[src/rtl/sram_bw_pkg.sv]
package sram_bw_pkg;
    localparam int LANE_W = 9;

    typedef enum logic {
        WH_IDLE = 1'b0,
        WH_PEND = 1'b1
    } wh_state_e;
endpackage

[src/rtl/sram_bw_decode.sv]
module sram_bw_decode #(
    parameter int LANES = 4
) (
    input  logic             sel,
    input  logic             gw_n,
    input  logic             bwe_n,
    input  logic [LANES-1:0] bw_n,
    output logic [LANES-1:0] lane_we,
    output logic             we_any
);
    // Global write wins; byte selects pass only through the byte-write gate.
    for (genvar g = 0; g < LANES; g++) begin : g_lane
        assign lane_we[g] = sel & (~gw_n | (~bwe_n & ~bw_n[g]));
    end

    assign we_any = |lane_we;
endmodule

[src/rtl/sram_bw_hold.sv]
module sram_bw_hold
    import sram_bw_pkg::*;
#(
    parameter int LANES = 4,
    parameter int AW    = 4,
    localparam int DW   = LANES * LANE_W
) (
    input  logic             clk,
    input  logic             rst_n,
    input  logic [LANES-1:0] lane_we,
    input  logic             we_any,
    input  logic [AW-1:0]    addr,
    input  logic [DW-1:0]    wdata,
    output logic [LANES-1:0] commit_we,
    output logic [AW-1:0]    commit_addr,
    output logic [DW-1:0]    commit_data
);
    wh_state_e        state_q, state_d;
    logic [LANES-1:0] hold_we_q;
    logic [AW-1:0]    hold_addr_q;
    logic [DW-1:0]    hold_data_q;

    // State register
    always_ff @(posedge clk) begin
        if (!rst_n) state_q <= WH_IDLE;
        else        state_q <= state_d;
    end

    // Transitions
    always_comb begin
        state_d = state_q;
        unique case (state_q)
            WH_IDLE: state_d = we_any ? WH_PEND : WH_IDLE;
            WH_PEND: state_d = we_any ? WH_PEND : WH_IDLE;
            default: state_d = WH_IDLE;
        endcase
    end

    // Write register: captures the accepted write for commit next edge
    always_ff @(posedge clk) begin
        if (!rst_n) begin
            hold_we_q <= '0;
        end else if (we_any) begin
            hold_we_q <= lane_we;
        end
    end

    always_ff @(posedge clk) begin
        if (we_any) begin
            hold_addr_q <= addr;
            hold_data_q <= wdata;
        end
    end

    // Outputs
    always_comb begin
        commit_we = '0;
        unique case (state_q)
            WH_IDLE: commit_we = '0;
            WH_PEND: commit_we = hold_we_q;
            default: commit_we = '0;
        endcase
    end

    assign commit_addr = hold_addr_q;
    assign commit_data = hold_data_q;
endmodule

[src/rtl/sram_bw_array.sv]
module sram_bw_array
    import sram_bw_pkg::*;
#(
    parameter int LANES  = 4,
    parameter int AW     = 4,
    localparam int DW    = LANES * LANE_W,
    localparam int DEPTH = 1 << AW
) (
    input  logic             clk,
    input  logic [LANES-1:0] commit_we,
    input  logic [AW-1:0]    commit_addr,
    input  logic [DW-1:0]    commit_data,
    input  logic [AW-1:0]    rd_addr,
    output logic [DW-1:0]    arr_rdata
);
    for (genvar g = 0; g < LANES; g++) begin : g_lane
        logic [LANE_W-1:0] mem [DEPTH];

        always_ff @(posedge clk) begin
            if (commit_we[g]) mem[commit_addr] <= commit_data[g*LANE_W +: LANE_W];
        end

        assign arr_rdata[g*LANE_W +: LANE_W] = mem[rd_addr];
    end
endmodule

[src/rtl/sram_bw_merge.sv]
module sram_bw_merge
    import sram_bw_pkg::*;
#(
    parameter int LANES = 4,
    parameter int AW    = 4,
    localparam int DW   = LANES * LANE_W
) (
    input  logic [LANES-1:0] commit_we,
    input  logic [AW-1:0]    commit_addr,
    input  logic [DW-1:0]    commit_data,
    input  logic [AW-1:0]    rd_addr,
    input  logic [DW-1:0]    arr_rdata,
    output logic [DW-1:0]    rdata
);
    logic addr_hit;
    assign addr_hit = (commit_addr == rd_addr);

    for (genvar g = 0; g < LANES; g++) begin : g_lane
        assign rdata[g*LANE_W +: LANE_W] = (addr_hit && commit_we[g])
                                         ? commit_data[g*LANE_W +: LANE_W]
                                         : arr_rdata[g*LANE_W +: LANE_W];
    end
endmodule

[src/rtl/sram_bw_ctrl.sv]
module sram_bw_ctrl
    import sram_bw_pkg::*;
#(
    parameter int LANES = 4,
    parameter int AW    = 4,
    localparam int DW   = LANES * LANE_W
) (
    input  logic             clk,
    input  logic             rst_n,
    input  logic             sel,
    input  logic [AW-1:0]    addr,
    input  logic             gw_n,
    input  logic             bwe_n,
    input  logic [LANES-1:0] bw_n,
    input  logic             oe_n,
    input  logic [DW-1:0]    wdata,
    output logic [DW-1:0]    rdata,
    output logic             bus_drive_en
);
    logic [LANES-1:0] lane_we;
    logic             we_any;
    logic [LANES-1:0] commit_we;
    logic [AW-1:0]    commit_addr;
    logic [DW-1:0]    commit_data;
    logic [DW-1:0]    arr_rdata;

    sram_bw_decode #(.LANES(LANES)) u_decode (
        .sel     (sel),
        .gw_n    (gw_n),
        .bwe_n   (bwe_n),
        .bw_n    (bw_n),
        .lane_we (lane_we),
        .we_any  (we_any)
    );

    sram_bw_hold #(.LANES(LANES), .AW(AW)) u_hold (
        .clk         (clk),
        .rst_n       (rst_n),
        .lane_we     (lane_we),
        .we_any      (we_any),
        .addr        (addr),
        .wdata       (wdata),
        .commit_we   (commit_we),
        .commit_addr (commit_addr),
        .commit_data (commit_data)
    );

    sram_bw_array #(.LANES(LANES), .AW(AW)) u_array (
        .clk         (clk),
        .commit_we   (commit_we),
        .commit_addr (commit_addr),
        .commit_data (commit_data),
        .rd_addr     (addr),
        .arr_rdata   (arr_rdata)
    );

    sram_bw_merge #(.LANES(LANES), .AW(AW)) u_merge (
        .commit_we   (commit_we),
        .commit_addr (commit_addr),
        .commit_data (commit_data),
        .rd_addr     (addr),
        .arr_rdata   (arr_rdata),
        .rdata       (rdata)
    );

    // Asynchronous output-enable path; any decoded write mutes the pads.
    assign bus_drive_en = ~oe_n & sel & ~we_any;
endmodule

[config.mk]
export PLATFORM = sky130hd
export DESIGN_NAME = sram_bw_ctrl
export DESIGN_NICKNAME = d
export VERILOG_FILES = /design/src/rtl/sram_bw_pkg.sv /design/src/rtl/sram_bw_decode.sv /design/src/rtl/sram_bw_hold.sv /design/src/rtl/sram_bw_array.sv /design/src/rtl/sram_bw_merge.sv /design/src/rtl/sram_bw_ctrl.sv
export SDC_FILE = /design/constraint.sdc
export NUM_CORES = 1
export LEC_CHECK = 0
export BUFFER_PORTS_ARGS = -buffer_cell sky130_fd_sc_hd__clkbuf_2
export CORE_ASPECT_RATIO = 1.5
export CORE_UTILIZATION = 40
export CTS_CLUSTER_DIAMETER = 150
export DETAILED_ROUTE_END_ITERATION = 16
export MAX_ROUTING_LAYER = met4
export SLEW_MARGIN = 15
export SYNTH_ARGS = -nofsm -noshare
export SYNTH_HDL_FRONTEND = slang
export SYNTH_HIERARCHICAL = 1
export SYNTH_SLANG_ARGS = --single-unit
[constraint.sdc]
create_clock -name clk -period 3.1 [get_ports clk]
set_input_delay 0.465 -clock clk [delete_from_list [all_inputs] [get_ports clk]]
set_output_delay 0.465 -clock clk [all_outputs]
set_load 0.01 [all_outputs]
# ---- Yosys cells after proc, flatten, opt, wreduce, memory -nomap -nowiden
# Memories as Yosys holds them, arrays and structs flattened.
# Index checks and enable logic that the tools add are counted.
dict set report totals {
  mem_bits_rw 576
  reg_bits 45
  memories 4
  input_bits 50
  elab_cells 51
  out_inout_bits 37
}
dict set report op_classes {
  mux 14
  n_eq_ne 1
  bitwise 23
  n_reduce_logical 5
}
# name words word_bits rd rd_clocked_by_memory_dff write_ports line
set mem_list {}
lappend mem_list {{u_array.g_lane[0].mem} 16 9 1 0 1 sram_bw_array.sv:17} ;# logic [LANE_W-1:0] mem [DEPTH];
lappend mem_list {{u_array.g_lane[1].mem} 16 9 1 0 1 sram_bw_array.sv:17}
lappend mem_list {{u_array.g_lane[2].mem} 16 9 1 0 1 sram_bw_array.sv:17}
lappend mem_list {{u_array.g_lane[3].mem} 16 9 1 0 1 sram_bw_array.sv:17}
# op n
set ops {}
lappend ops {{$mux 9} 4}
lappend ops {{$and 1x1->1} 10}
lappend ops {{$mux 1} 9}
lappend ops {{$not 1->1} 9}
lappend ops {{$pmux 4 s2} 1}
lappend ops {{$eq 4x4->1} 1}
lappend ops {{$logic_and 1x1->1} 4}
lappend ops {{$or 1x1->1} 4}
lappend ops {{$reduce_or 4->1} 1}

# ---- Logic depth before layout (Yosys ltp)
# Gate-level depths: netlist (run 1).
dict set report depth {
  word_depth 7
  mapped_depth 7
  mapped_depth_nobuf 4
}

# ---- Hierarchy
# The synthesis (run 1) kept the hierarchy.
# mod cells_each area_each_um2 instances seq_area_each_um2
set modules_own_cells {}
lappend modules_own_cells {sram_bw_array 969 22007.4 1 17296.6}
lappend modules_own_cells {sram_bw_hold 59 1410.1 1 1301.2}
lappend modules_own_cells {sram_bw_merge 45 486.7 1 0.0}
lappend modules_own_cells {sram_bw_decode 10 66.3 1 0.0}
lappend modules_own_cells {sram_bw_ctrl 1 12.5 1 0.0}

# ---- Least setup slack after synthesis (run 1)
# No wires, ideal clock.
dict set report synth_path {
  path_kind {in2out}
  startpoint {input port bw_n[1]}
  endpoint {output port bus_drive_en}
  required_time_ns 2.635
  n_path_buf 0
  path_stages 3
  arrival_time_ns 2.039
  slack_ns 0.596
  path_cell_list {a41o_1 -> a21boi_2 -> nor3b_2}
}
dict set report synth_between {
  elab_chain_len 7
}
# item line
set synth_rtl {}
lappend synth_rtl {{start: declaration} sram_bw_ctrl.sv:14} ;# input logic [LANES-1:0] bw_n,
lappend synth_rtl {{$not 1->1} sram_bw_decode.sv:13} ;# assign lane_we[g] = sel & (~gw_n | (~bwe_n & ~bw_n[g]));
lappend synth_rtl {{$and 1x1->1} sram_bw_decode.sv:13}
lappend synth_rtl {{$or 1x1->1} sram_bw_decode.sv:13}
lappend synth_rtl {{$and 1x1->1} sram_bw_decode.sv:13}
lappend synth_rtl {{$reduce_or 4->1} sram_bw_decode.sv:16} ;# assign we_any = |lane_we;
lappend synth_rtl {{net we_any} sram_bw_ctrl.sv:21} ;# logic we_any;
lappend synth_rtl {{$not 1->1} sram_bw_ctrl.sv:67} ;# assign bus_drive_en = ~oe_n & sel & ~we_any;
lappend synth_rtl {{$and 1x1->1} sram_bw_ctrl.sv:67}
lappend synth_rtl {{end: declaration} sram_bw_ctrl.sv:18} ;# output logic bus_drive_en
# The timed path passes the listed nets, and every way through them passes these cells.

# ---- Worst setup path after layout (run 1)
dict set report layout_path {
  startpoint {register u_hold.hold_addr_q[3] (netlist: u_hold/commit_addr[3])}
  endpoint {output port rdata[8]}
}
dict set report layout_between {
  elab_chain_len 3
}
# item line
set layout_rtl {}
lappend layout_rtl {{start: declaration} sram_bw_hold.sv:20} ;# logic [AW-1:0] hold_addr_q;
lappend layout_rtl {{start signal: assignment} sram_bw_hold.sv:50} ;# hold_addr_q <= addr;
lappend layout_rtl {{$eq 4x4->1} sram_bw_merge.sv:16} ;# assign addr_hit = (commit_addr == rd_addr);
lappend layout_rtl {{$logic_and 1x1->1} sram_bw_merge.sv:19} ;# assign rdata[g*LANE_W +: LANE_W] = (addr_hit && commit_we[g])
lappend layout_rtl {{$mux 9} sram_bw_merge.sv:20} ;# ? commit_data[g*LANE_W +: LANE_W]
lappend layout_rtl {{end: declaration} sram_bw_ctrl.sv:17} ;# output logic [DW-1:0] rdata,
# Every way passes these cells.

==> results.cfg, run 1 <==
[power_and_ir_drop]
combPwrFrac_pct = 4.4
peakVddDrop_mv = 0.418
pwr-share-seq_pct = 56.4
power_density_nw_per_um2 = 622
p_leak_uw = 0.00876
clock_power_share_pct = 39.2
p_int_uw = 13400
power_uw = 17000
sw_frac_of_total_pct = 21.1
switchingPower_uw = 3590

[logic_synthesis]
syn_nets = 1134
ys_warn_count = 6
syn_area_per_cell_um2 = 22.1
ys_seq_area_share_pct = 77.5
async_flop_share_pct = 0
synth.area.top_cells = edfxtp_1 (77%), mux4_2 (14%), a22oi_1 (2.3%)
synth_ff_type = edfxtp_1
synth_most_common_cell = edfxtp_1
synth_edf_count = 616
synth_cells = 1084
synthTopCellsByCount = edfxtp_1 (616), mux4_2 (144), and2_1 (73), a22oi_1 (72), nand2_1 (38)
ys_types = 26
synth-seq-cells = 621
synth.largest_area_cell = edfxtp_1
synth_top_area_share_pct = 77.1
post_synth_instance_area_um2 = 24000

[sta]
hold_viol_final = 0
rsz0062_at_grt = false
finalCritPeriodShare_pct = 95.0
slew_violations = 0
finalCriticalPeriod_ns = 2.94
worst_hold_slack_ns = 0.0417
fin_skew_ns = 0.0234
tns_ns = 0
slew_headroom_pct = 45.4
final-setup-viol-count = 0
max_freq_mhz = 340
tightest_slew_ns = 0.819

[floorplanning]
start_util_pct = 40.6
die_x_um = 202
design.core.area_um2 = 59100
rows = 109
dieHeight_um = 302
die_area_um2 = 61000
ios = 87

[critical_path]
cp_slowest_cell = edfxtp_1
required_ns = 2.63
cp-end-kind = primary output
critPathKind = flop to primary output
critPathLaunchType = flop
cp_slowest_stage_delay_ns = 0.51
path_cells = xor2_1 -> nor4_4 -> buf_4 -> nand2_2 -> mux2_2 -> clkbuf_2
critPathMaxFanout = 9
crit_arrival_ns = 2.48

[route]
drtAntennaViolNets = 0
first_iter_violations = 861
first_pass_iters = 5
wl_per_cell_um = 25.3
vias = 11100
via_per_inst = 5.46
wl_mm = 51.5
drc = 0

[job]
drv_cap = 0

[global_routing]
grt_pass1_wl_mm = 76.7
grt_pass1_vias = 11600
grt_overflow = 0
grtUsageTotal_pct = 17.7
grt_max_degree = 37
antenna_found_initial = 0

[placement]
place_area_um2 = 25500
dp_hpwl_mm = 32.1
gp_routability_congestion = 0.750
port_buffers = 86

[clock_network]
cts_tree = done
htree_levels = 2
path_clk_slew_ns = 0.07
clkLatencyLatePin_ns = 0.59
cts_num_sinks = 621
hold_buffers = 0
cts_buffers = 59
clockBufferDepth = 3
cts_root_buf = clkbuf_16

[final_layout]
final_nets = 1261
drive_gt1_share_pct = 31.1
area_growth_pct = 13.9
stdcell_area_um2 = 27300
antenna_cells = 0

[outcome]
status = completed

[min_path]
hold_class = primary input to flop
-- cells in the final DEF, fill, tap and decap left out, types with 11 or more instances in the layout --
master	netlist	final
edfxtp_1	616	616
mux4_2	144	144
clkbuf_2	0	84
a22oi_1	72	72
and2_1	73	72
clkbuf_16	0	61
nand2_1	38	38
mux2_2	36	36
buf_4	1	21
clkinv_1	0	15
clkbuf_1	24	11
buf_12	0	11
-- worst max-delay path, delay by kind of cell (launching register included) --
family	cells	cell delay [ns]
xor gates and xnor gates	1	0.21
buffers and inverters	2	0.30
DFF	1	0.51
muxes	1	0.39
and+or+nand+nor	2	0.49
-- flip-flops by register name, indices dropped and copies added, names as in the netlist --
signal	flops
u_hold/hold_we_q	4
u_hold/commit_data	36
u_array/g_lane.mem	576
u_hold/state_q	1
u_hold/commit_addr	4
-- metrics by stage --
stage / setup WS, ns / instances / utilization (%)
detailed placement: 0.195 / 1922 / 43.2
finish: 0.156 / 2034 / 46.3
global route: 0.0211 / 2034 / 46.3
floorplan: 0.596 / 1084 / -
CTS: 0.0525 / 2031 / 46.2
global placement: 0.195 / 1922 / 43.2
-- power by group through the flow --
stage | clock network, uW | logic [uW] | registers (uW)
after floorplan | 0 | 480 | 9670
after global placement | 0 | 750 | 9750
after detailed placement | 0 | 751 | 9770
after CTS | 6850 | 757 | 9590
after global routing | 7150 | 807 | 9610
final | 6670 | 748 | 9580
-- cell type report --
type                    count  area (um2)
clock buffers              72        1570
clock inverters            35         214
fillers                  4922       31700
multi-input cells         411        5140
flip-flops and latches    621       18600
well taps                 777         972
repair buffers            118         825
-- repair_timing --
item,4_1_cts,5_1_grt
pin swaps,1,0
gates resized for setup,1,0
buffers inserted,2,3
endpoints found under the setup margin,36,23
-- routing by layer --
metal / track usage [%] / share of wire [%]
met3: 2.19 / 4.3
met5: - / 0
met1: 22.3 / 41
met4: 4.55 / 1.8
met2: 30.4 / 53
-- final timing paths --
path,startpoint,endpoint,slack [ns],cells past startpoint
hold reg to reg,u_hold/hold_we_q[3]$_SDFFE_PN0P_,u_hold/hold_we_q[3]$_SDFFE_PN0P_,0.52,2
hold / removal,wdata[1],u_hold/commit_data[1]$_DFFE_PP_,0.04,1
setup / recovery,u_hold/commit_addr[3]$_DFFE_PP_,rdata[8],0.16,6
setup reg to reg,u_hold/commit_addr[2]$_DFFE_PP_,u_array/g_lane[3].mem[8][0]$_DFFE_PP_,0.77,5
-- cell families after synthesis --
logic type	synth area share [%]
mux	15.4
compound gates	2.43
buf+inv	1.16
flops	77.5
xor+xnor	0.146
simple gates	3.34
Note: power is estimated with default switching activity, not from simulation.
==> run 2, diff against run 1 <==
Settings changed: BUFFER_PORTS_ARGS -buffer_cell sky130_fd_sc_hd__clkbuf_2 to -buffer_cell sky130_fd_sc_hd__buf_4.
==> run 2 against run 1 <==
  * Non-clock buffer count rose by 4
  * Critical path depth did not move
  * Clock skew rose by 0.0016 ns
  * Largest power group unchanged
  * Final cell count rose by 0.29%
  * Critical path type unchanged
  * Critical endpoint is now rdata[32]
  * Register-to-register slack got worse by 0.17 ns
  * Wire length rose by 0.15%
==> results.cfg, run 2 (synthesized netlist as in run 1, its figures left out) <==
[sta]
tns_ns = 0
slew_violations = 0
tightest_slew_ns = 0.943
finalCriticalPeriod_ns = 3.00
slew_headroom_pct = 37.0
max_freq_mhz = 333
hold_viol_final = 0
finalCritPeriodShare_pct = 96.8
worst_hold_slack_ns = 0.0403
fin_skew_ns = 0.0250
rsz0062_at_grt = false
final-setup-viol-count = 0

[floorplanning]
ios = 87
die_area_um2 = 61000
rows = 109
die_x_um = 202
start_util_pct = 40.6
design.core.area_um2 = 59100
dieHeight_um = 302

[global_routing]
antenna_found_initial = 0
grt_pass1_wl_mm = 76.6
grt_pass1_vias = 12000
grtUsageTotal_pct = 17.7
grt_max_degree = 46
grt_overflow = 0

[clock_network]
cts_buffers = 58
cts_root_buf = clkbuf_16
hold_buffers = 0
clkLatencyLatePin_ns = 0.60
cts_tree = done
clockBufferDepth = 3
htree_levels = 2
cts_num_sinks = 621
path_clk_slew_ns = 0.07

[critical_path]
cp_slowest_cell = edfxtp_1
critPathKind = flop to primary output
required_ns = 2.63
crit_arrival_ns = 2.54
path_cells = xor2_1 -> nor4_4 -> buf_4 -> nand2_2 -> mux2_2 -> buf_4
cp-end-kind = primary output
crit_top_cell = buf_4
critPathLaunchType = flop
cp_slowest_stage_delay_ns = 0.48
critPathMaxFanout = 9

[placement]
gp_routability_congestion = 0.738
dp_hpwl_mm = 31.6
port_buffers = 86

[final_layout]
drive_gt1_share_pct = 31.6
area_growth_pct = 15.1
final_common_cell = edfxtp_1
layout_common_cells = edfxtp_1 (616), mux4_2 (144), buf_4 (108)
largest_reg_flops = 576
antenna_cells = 0
final_nets = 1264
top_register = u_array/g_lane.mem

[outcome]
status = completed

[route]
wl_per_cell_um = 25.3
first_iter_violations = 833
vias = 11100
drtAntennaViolNets = 0
first_pass_iters = 5
drc = 0
via_per_inst = 5.42
wl_mm = 51.5

[job]
drv_cap = 0

[power_and_ir_drop]
peakVddDrop_mv = 0.417
p_leak_uw = 0.00888
power_density_nw_per_um2 = 621

[min_path]
hold_class = primary input to flop
==> run 2: cell types whose count changed in the layout (fill, tap and decap cells not counted), sizes merged <==
cell / delta
clkbuf: -91
bufinv: +2
inv: -1
clkinvlp: +2
clkinv: +6
buf: +88
==> run 2: stage by stage <==
| step | utilization [%] | worst slack (ns) | total power (uW) | area (um2) | std cells |
|---|---|---|---|---|---|
| floorplan | - | 0.596 | 10200 | 24000 | 1084 |
| global placement | 43.6 | 0.213 | 10500 | 25700 | 1926 |
| detailed placement | 43.6 | 0.220 | 10600 | 25700 | 1926 |
| CTS | 46.7 | 0.0269 | 17300 | 27600 | 2037 |
| global route | 46.7 | 0.0373 | 17700 | 27600 | 2040 |
| finish | 46.7 | 0.0996 | 17200 | 27600 | 2040 |
==> run 2: layout make-up <==
class                           count  area (um2)
Tap cell                          777         972
Clock buffer                       65        1500
Fill cell                        4825       31400
Clock inverter                     44         307
Sequential cell                   621       18600
Multi-Input combinational cell    411        5150
Timing Repair Buffer              122        1080
==> run 2: layer usage <==
layer  part of all wire, %  wire length, um  GRT usage (%)  up-vias
met4                   2.6             1320           6.15        0
met5                     0                0              -        -
li1                      -                -              -     4799
met2                    53            27100           30.0      303
met3                   4.8             2490           2.76       82
met1                    40            20600           21.6     5867
==> run 2: final timing paths <==
path | start | end | slack, ns | cells past startpoint
hold reg to reg | u_hold/hold_we_q[0]$_SDFFE_PN0P_ | u_hold/hold_we_q[0]$_SDFFE_PN0P_ | 0.51 | 2
hold / removal | wdata[15] | u_hold/commit_data[15]$_DFFE_PP_ | 0.04 | 1
setup reg to reg | u_hold/commit_addr[1]$_DFFE_PP_ | u_array/g_lane[0].mem[1][3]$_DFFE_PP_ | 0.60 | 3
setup / recovery | u_hold/commit_addr[0]$_DFFE_PP_ | rdata[32] | 0.1 | 6
==> run 2: critical path: cells and delay by family (launching register included) <==
family,cells,cell delay [ns]
xor+xnor,1,0.21
simple gates,2,0.51
mux,1,0.38
buf+inv,2,0.35
flops,1,0.48
==> run 2: power breakdown <==
part	leakage, uW	switching, uW	internal, uW
combinational	0.00240	394	405
clock	0.000880	3050	3730
sequential	0.00560	190	9380
==> run 2: what timing repair did <==
action                                  4_1_cts  5_1_grt
endpoints found under the setup margin       36       19
pin swaps                                     1        0
gates resized for setup                       1        2
setup buffers                                 2        3
